==> src/rtl/mwf_pkg.sv <==
package mwf_pkg;
  typedef enum logic [1:0] {
    ST_SLEEP = 2'd0,
    ST_FWD   = 2'd1,
    ST_DROP  = 2'd2
  } mwf_state_e;
endpackage

==> src/rtl/mwf_char_decode.sv <==
module mwf_char_decode #(
  parameter int DATA_W = 8
) (
  input  logic              valid_i,
  input  logic [DATA_W:0]   char_i,
  input  logic [DATA_W-1:0] own_addr_i,
  output logic              is_addr_o,
  output logic              is_data_o,
  output logic              hit_o,
  output logic              hit_bcast_o
);
  localparam logic [DATA_W-1:0] BcastAddr = '1;

  logic [DATA_W-1:0] addr;

  assign addr        = char_i[DATA_W-1:0];
  assign is_addr_o   = valid_i &&  char_i[DATA_W];
  assign is_data_o   = valid_i && !char_i[DATA_W];
  assign hit_bcast_o = is_addr_o && (addr == BcastAddr);
  assign hit_o       = is_addr_o && ((addr == own_addr_i) || (addr == BcastAddr));
endmodule

==> src/rtl/mwf_len_guard.sv <==
module mwf_len_guard #(
  parameter int LEN_W = 8
) (
  input  logic             clk_i,
  input  logic             rst_ni,
  input  logic             clear_i,
  input  logic             inc_i,
  input  logic [LEN_W-1:0] max_len_i,
  output logic             at_limit_o
);
  logic [LEN_W-1:0] cnt_q;

  always_ff @(posedge clk_i or negedge rst_ni) begin
    if (!rst_ni)      cnt_q <= '0;
    else if (clear_i) cnt_q <= '0;
    else if (inc_i)   cnt_q <= cnt_q + 1'b1;
  end

  assign at_limit_o = (cnt_q >= max_len_i);
endmodule

==> src/rtl/mwf_fsm.sv <==
module mwf_fsm
  import mwf_pkg::*;
#(
  parameter int DATA_W = 8
) (
  input  logic              clk_i,
  input  logic              rst_ni,
  input  logic              is_addr_i,
  input  logic              is_data_i,
  input  logic              hit_i,
  input  logic              hit_bcast_i,
  input  logic              at_limit_i,
  input  logic [DATA_W-1:0] byte_i,
  output logic              fwd_o,
  output logic              out_valid_o,
  output logic [DATA_W-1:0] out_data_o,
  output logic              out_sof_o,
  output logic              bcast_o,
  output logic              wake_o
);
  mwf_state_e state_q, state_d;
  logic first_q, overrun;

  // Address characters are decoded in every state, which also ends a running frame.
  always_comb begin
    state_d = state_q;
    fwd_o   = 1'b0;
    overrun = 1'b0;
    if (is_addr_i) begin
      state_d = hit_i ? ST_FWD : ST_SLEEP;
    end else if (is_data_i && state_q == ST_FWD) begin
      if (at_limit_i) begin
        state_d = ST_DROP;
        overrun = 1'b1;
      end else begin
        fwd_o = 1'b1;
      end
    end
  end

  always_ff @(posedge clk_i or negedge rst_ni) begin
    if (!rst_ni) begin
      state_q     <= ST_SLEEP;
      first_q     <= 1'b0;
      out_valid_o <= 1'b0;
      out_data_o  <= '0;
      out_sof_o   <= 1'b0;
      bcast_o     <= 1'b0;
      wake_o      <= 1'b0;
    end else begin
      state_q     <= state_d;
      out_valid_o <= fwd_o;
      out_sof_o   <= fwd_o && first_q;
      wake_o      <= hit_i;
      if (fwd_o) out_data_o <= byte_i;
      if (is_addr_i)  first_q <= hit_i;
      else if (fwd_o) first_q <= 1'b0;
      if (is_addr_i)    bcast_o <= hit_bcast_i;
      else if (overrun) bcast_o <= 1'b0;
    end
  end
endmodule

==> src/rtl/mwf_filter.sv <==
module mwf_filter #(
  parameter int DATA_W = 8,
  parameter int LEN_W  = 8
) (
  input  logic              clk_i,
  input  logic              rst_ni,
  input  logic              rx_valid_i,
  input  logic [DATA_W:0]   rx_char_i,
  input  logic [DATA_W-1:0] own_addr_i,
  input  logic [LEN_W-1:0]  max_len_i,
  output logic              out_valid_o,
  output logic [DATA_W-1:0] out_data_o,
  output logic              out_sof_o,
  output logic              bcast_o,
  output logic              wake_o
);
  logic is_addr, is_data, hit, hit_bcast, at_limit, fwd;

  mwf_char_decode #(.DATA_W(DATA_W)) i_dec (
    .valid_i     (rx_valid_i),
    .char_i      (rx_char_i),
    .own_addr_i  (own_addr_i),
    .is_addr_o   (is_addr),
    .is_data_o   (is_data),
    .hit_o       (hit),
    .hit_bcast_o (hit_bcast)
  );

  mwf_len_guard #(.LEN_W(LEN_W)) i_len (
    .clk_i      (clk_i),
    .rst_ni     (rst_ni),
    .clear_i    (is_addr),
    .inc_i      (fwd),
    .max_len_i  (max_len_i),
    .at_limit_o (at_limit)
  );

  mwf_fsm #(.DATA_W(DATA_W)) i_fsm (
    .clk_i       (clk_i),
    .rst_ni      (rst_ni),
    .is_addr_i   (is_addr),
    .is_data_i   (is_data),
    .hit_i       (hit),
    .hit_bcast_i (hit_bcast),
    .at_limit_i  (at_limit),
    .byte_i      (rx_char_i[DATA_W-1:0]),
    .fwd_o       (fwd),
    .out_valid_o (out_valid_o),
    .out_data_o  (out_data_o),
    .out_sof_o   (out_sof_o),
    .bcast_o     (bcast_o),
    .wake_o      (wake_o)
  );
endmodule

==> config.mk <==
export PLATFORM = sky130hd
export DESIGN_NAME = mwf_filter
export DESIGN_NICKNAME = d
export VERILOG_FILES = /design/src/rtl/mwf_pkg.sv /design/src/rtl/mwf_char_decode.sv /design/src/rtl/mwf_len_guard.sv /design/src/rtl/mwf_fsm.sv /design/src/rtl/mwf_filter.sv
export SDC_FILE = /design/constraint.sdc
export NUM_CORES = 1
export LEC_CHECK = 0
export BUFFER_PORTS_ARGS = -buffer_cell sky130_fd_sc_hd__buf_2
export CORE_ASPECT_RATIO = 1.4
export CORE_MARGIN = 3
export CORE_UTILIZATION = 54
export DETAILED_ROUTE_END_ITERATION = 12
export GPL_ROUTABILITY_DRIVEN = 1
export PLACE_DENSITY = 0.82
export SYNTH_ARGS = -nofsm -noshare
export SYNTH_HDL_FRONTEND = slang
export SYNTH_SLANG_ARGS = --single-unit
==> constraint.sdc <==
create_clock -name clk_i -period 5.41 [get_ports clk_i]
set_input_delay 0.2705 -clock clk_i [delete_from_list [all_inputs] [get_ports clk_i]]
set_output_delay 0.2705 -clock clk_i [all_outputs]
set_load 0.005 [all_outputs]
==> key figures <==
Route
  – DR pass1 iterations: 4
  – Via count: 1078
  – First-iteration detailed-routing DRC count: 9
  – Final WL: 2.67 mm
  – Residual DRC: 0
  – DR vias/cell: 5.70
  – WL/cell: 14.1 um
  – Antenna viol nets, final: 0

Global routing
  – Number of global-route vias before repair: 1085
  – Largest net degree at the start of global routing: 28
  – Global route overflow: 0
  – Global-route wire length before repair: 4.42 mm
  – GR Util All Layers: 0.195
  – Initial antenna violation count: 0

Job
  – Max-cap violations: 0

Setup path
  – Kind of critical path: reg -> reg
  – R2R Setup Slk: 2970 ps
  – Crit Path Max Fanout: 27
  – Crit path to: i_fsm.out_data_o[2]
  – FF-to-FF Start: i_len.cnt_q[3]
  – Family with the most delay on the worst path: compound AO/OA/AOI/OAI gates
  – Buf/Inv on CP: 0
  – RR Endpoint: i_fsm.out_data_o[2]
  – CP startpoint: i_len.cnt_q[3]
  – WP depth: 5
  – Type of origin of the critical path: flip-flop
  – Slowest stage delay, CP: 930 ps
  – CP Data Required Time: 5610 ps
  – CP endpoint kind: flip-flop
  – CP Cell Sequence: ha_1, o21a_1, a21oi_1, o31ai_4, mux2_2
  – WP data arrival: 2640 ps
  – R2R depth: 5
  – Slowest cell on the critical path: o31ai_4

Logic synthesis
  – Synth top area share: 0.441
  – Syn Area/Cell: 10.5 um^2
  – Most used DFF post-synth: dfrtp_1
  – Yosys top cell by area: dfrtp_1
  – Synth Area in Adders: 0.0862
  – Commonest cells in the netlist: dfrtp_1 (23), inv_1 (13), ha_1 (9), nand3_1 (7), xor2_1 (7)
  – Ys Warns: 0
  – Sequential share of the synthesized area: 0.441
  – Syn Inst Count: 125
  – Yosys reg bits: 23
  – Post-synth EDFFs: 0
  – Largest family of logic cells by synthesized area: simple AND/OR/NAND/NOR gates
  – Ranking of synthesized cells by area: dfrtp_1 (44%), ha_1 (8.6%), xor2_1 (4.7%)
  – Synth Area in Compound Gates: 0.136
  – Asr flop ratio synth: 1.00
  – Syn Nets: 162
  – Synth cell types: 42
  – Simple-Gate Fraction of Synth Area: 0.160
  – Netlist Area Pre-Place: 1310 um^2
  – Synth Area in XOR/XNOR: 0.0536
  – Most common cell in the netlist: dfrtp_1
  – Multiplexer area fraction after synthesis: 0.0766

Die
  – Die X: 47.6 um
  – IO Pins: 40
  – Core area: 2230 um^2
  – Die area: 3050 um^2
  – Initial Util: 0.587
  – Vert. Die Dim: 64.2 um
  – Number of core rows: 20

Hold path
  – Worst Hold Depth: 2
  – Worst Hold Launch: rx_char_i[7]
  – Min-delay worst type: in -> reg

Placed design
  – Final Wtd Congestion: 0.810
  – HPWL after DPL: 2.14 mm
  – Placed inst area: 1530 um^2
  – Port Buffers: 39

Power
  – Sw Ratio: 0.238
  – Combinational cell fraction of total power: 0.143
  – Sequential Power Share: 0.604
  – Net Switching: 0.0713 mW
  – Worst vdd ir: 0.137 mV
  – Pleak: 0.845 nW
  – Int Pwr: 0.228 mW
  – Pwr per Cell Area: 191 nW/um^2
  – Clock share of power: 0.253

STA
  – Final period util: 0.451
  – FMAX: 0.410 GHz
  – Setup TNS: 0 ps
  – Clk_skew: 1.52 ps
  – Pins Over Slew Limit: 0
  – Fin crit period: 2440 ps
  – Hold Fails Final Rpt: 0
  – Slew margin rel.: 0.288
  – Setup-failing EPs final: 0
  – RSZ-0062 raised after global routing: no
  – Worst-margin pin slew: 1070 ps

CTS
  – CTS max path bufs: 2
  – Skew-Pair Late Insertion Delay: 300 ps
  – Clock root buffer: clkbuf_4
  – H-tree depth: 1
  – Cts bufs inserted: 3
  – Clock transition at path regs: 110 ps
  – # Post-CTS Setup Buffers: 0
  – CTS Sinks: 23
  – TritonCTS clock tree: built

Run status
  – Status: finished clean

Final layout
  – Layout area overhead: 19.8%
  – Fin nets: 205
  – Fillers: 173
  – Layout cell share with drive strength beyond 1: 0.299
  – Fin area: 1570 um^2
  – Ant diodes: 0
==> state kept, by name (all words and copies together), names as in the netlist <==
name,count
i_fsm.first_q,1
i_fsm.out_valid_o,1
i_fsm.state_q,2
i_fsm.bcast_o,1
i_len.cnt_q,8
i_fsm.out_sof_o,1
i_fsm.wake_o,1
i_fsm.out_data_o,8
==> repair_timing <==
item | CTS | global route
hold endpoints to repair | 23 | 0
gates resized for setup | 0 | 0
hold buffers | 1 | 0
setup endpoints to repair | 0 | 0
==> kinds of logic (layout without fill, tap and decap cells) <==
logic type | after synthesis | after routing
simple gates | 36 | 36
compound gates | 24 | 24
flops | 23 | 23
buf+inv | 16 | 58
fa+ha+maj | 9 | 9
mux | 9 | 9
xor+xnor | 8 | 8
==> per-stage QoR <==
step	util	worst slack, ps	std cells	power (mW)	hold WS, ps
after global placement	0.687	3060	184	0.225	262
after global routing	0.703	2790	189	0.314	213
after CTS	0.703	2950	189	0.303	208
after detailed placement	0.687	2960	184	0.227	266
after floorplan	-	3310	125	0.202	-25.1
final	0.703	2970	189	0.299	214
==> routing by layer <==
layer  track usage  vias to the layer above  part of all wire
met5             0                        -                 0
met4        0.0606                        0             0.014
met3        0.0225                        4             0.068
met2         0.349                       48              0.52
met1         0.229                      491              0.40
li1              -                      535                 -
==> final cells by class <==
| class | instances | area (um^2) | share of cell area |
|---|---|---|---|
| Clock buffer | 4 | 26.3 | 0.0168 |
| Timing Repair Buffer | 40 | 205 | 0.131 |
| Multi-Input combinational cell | 86 | 678 | 0.433 |
| Tap cell | 22 | 27.5 | 0.0176 |
| Inverter | 14 | 52.6 | 0.0336 |
| Sequential cell | 23 | 576 | 0.368 |
==> layout by cell type, fill, tap and decap left out, drive strengths merged, types with 2 or more instances in the layout <==
| cell | Yosys | layout |
|---|---|---|
| nand3 | 7 | 7 |
| buf | 1 | 39 |
| o211ai | 3 | 3 |
| o21ai | 2 | 2 |
| xor2 | 7 | 7 |
| or4 | 2 | 2 |
| nand3b | 3 | 3 |
| a21oi | 5 | 5 |
| a31o | 2 | 2 |
| nor3 | 2 | 2 |
| inv | 14 | 14 |
| clkbuf | 1 | 4 |
| nand2 | 6 | 6 |
| ha | 9 | 9 |
| or3 | 3 | 3 |
| nor2 | 3 | 3 |
| o31ai | 5 | 5 |
| dfrtp | 23 | 23 |
| mux2 | 8 | 8 |
| nand4 | 3 | 3 |
==> power groups by stage <==
| stage | Sequential (mW) | Combinational (mW) | Clock (mW) |
|---|---|---|---|
| after floorplan | 0.185 | 0.0169 | 0 |
| after global placement | 0.184 | 0.0413 | 0 |
| after detailed placement | 0.184 | 0.0431 | 0 |
| after CTS | 0.181 | 0.0436 | 0.0784 |
| after global routing | 0.182 | 0.0484 | 0.0842 |
| final | 0.181 | 0.0429 | 0.0758 |
==> how the worst min path moves through the flow <==
| stage | endpoint | slack, ps |
|---|---|---|
| 4_1_cts | i_fsm.out_data_o[7] | 210 |
| 2_1_floorplan | i_fsm.bcast_o | -30 |
| 3_3_place_gp | i_fsm.out_data_o[6] | 260 |
| 6_report | i_fsm.out_data_o[7] | 210 |
| 3_5_place_dp | i_fsm.out_data_o[6] | 270 |
| 5_1_grt | i_fsm.out_data_o[3] | 210 |
Power figures use the tool's default switching activity.
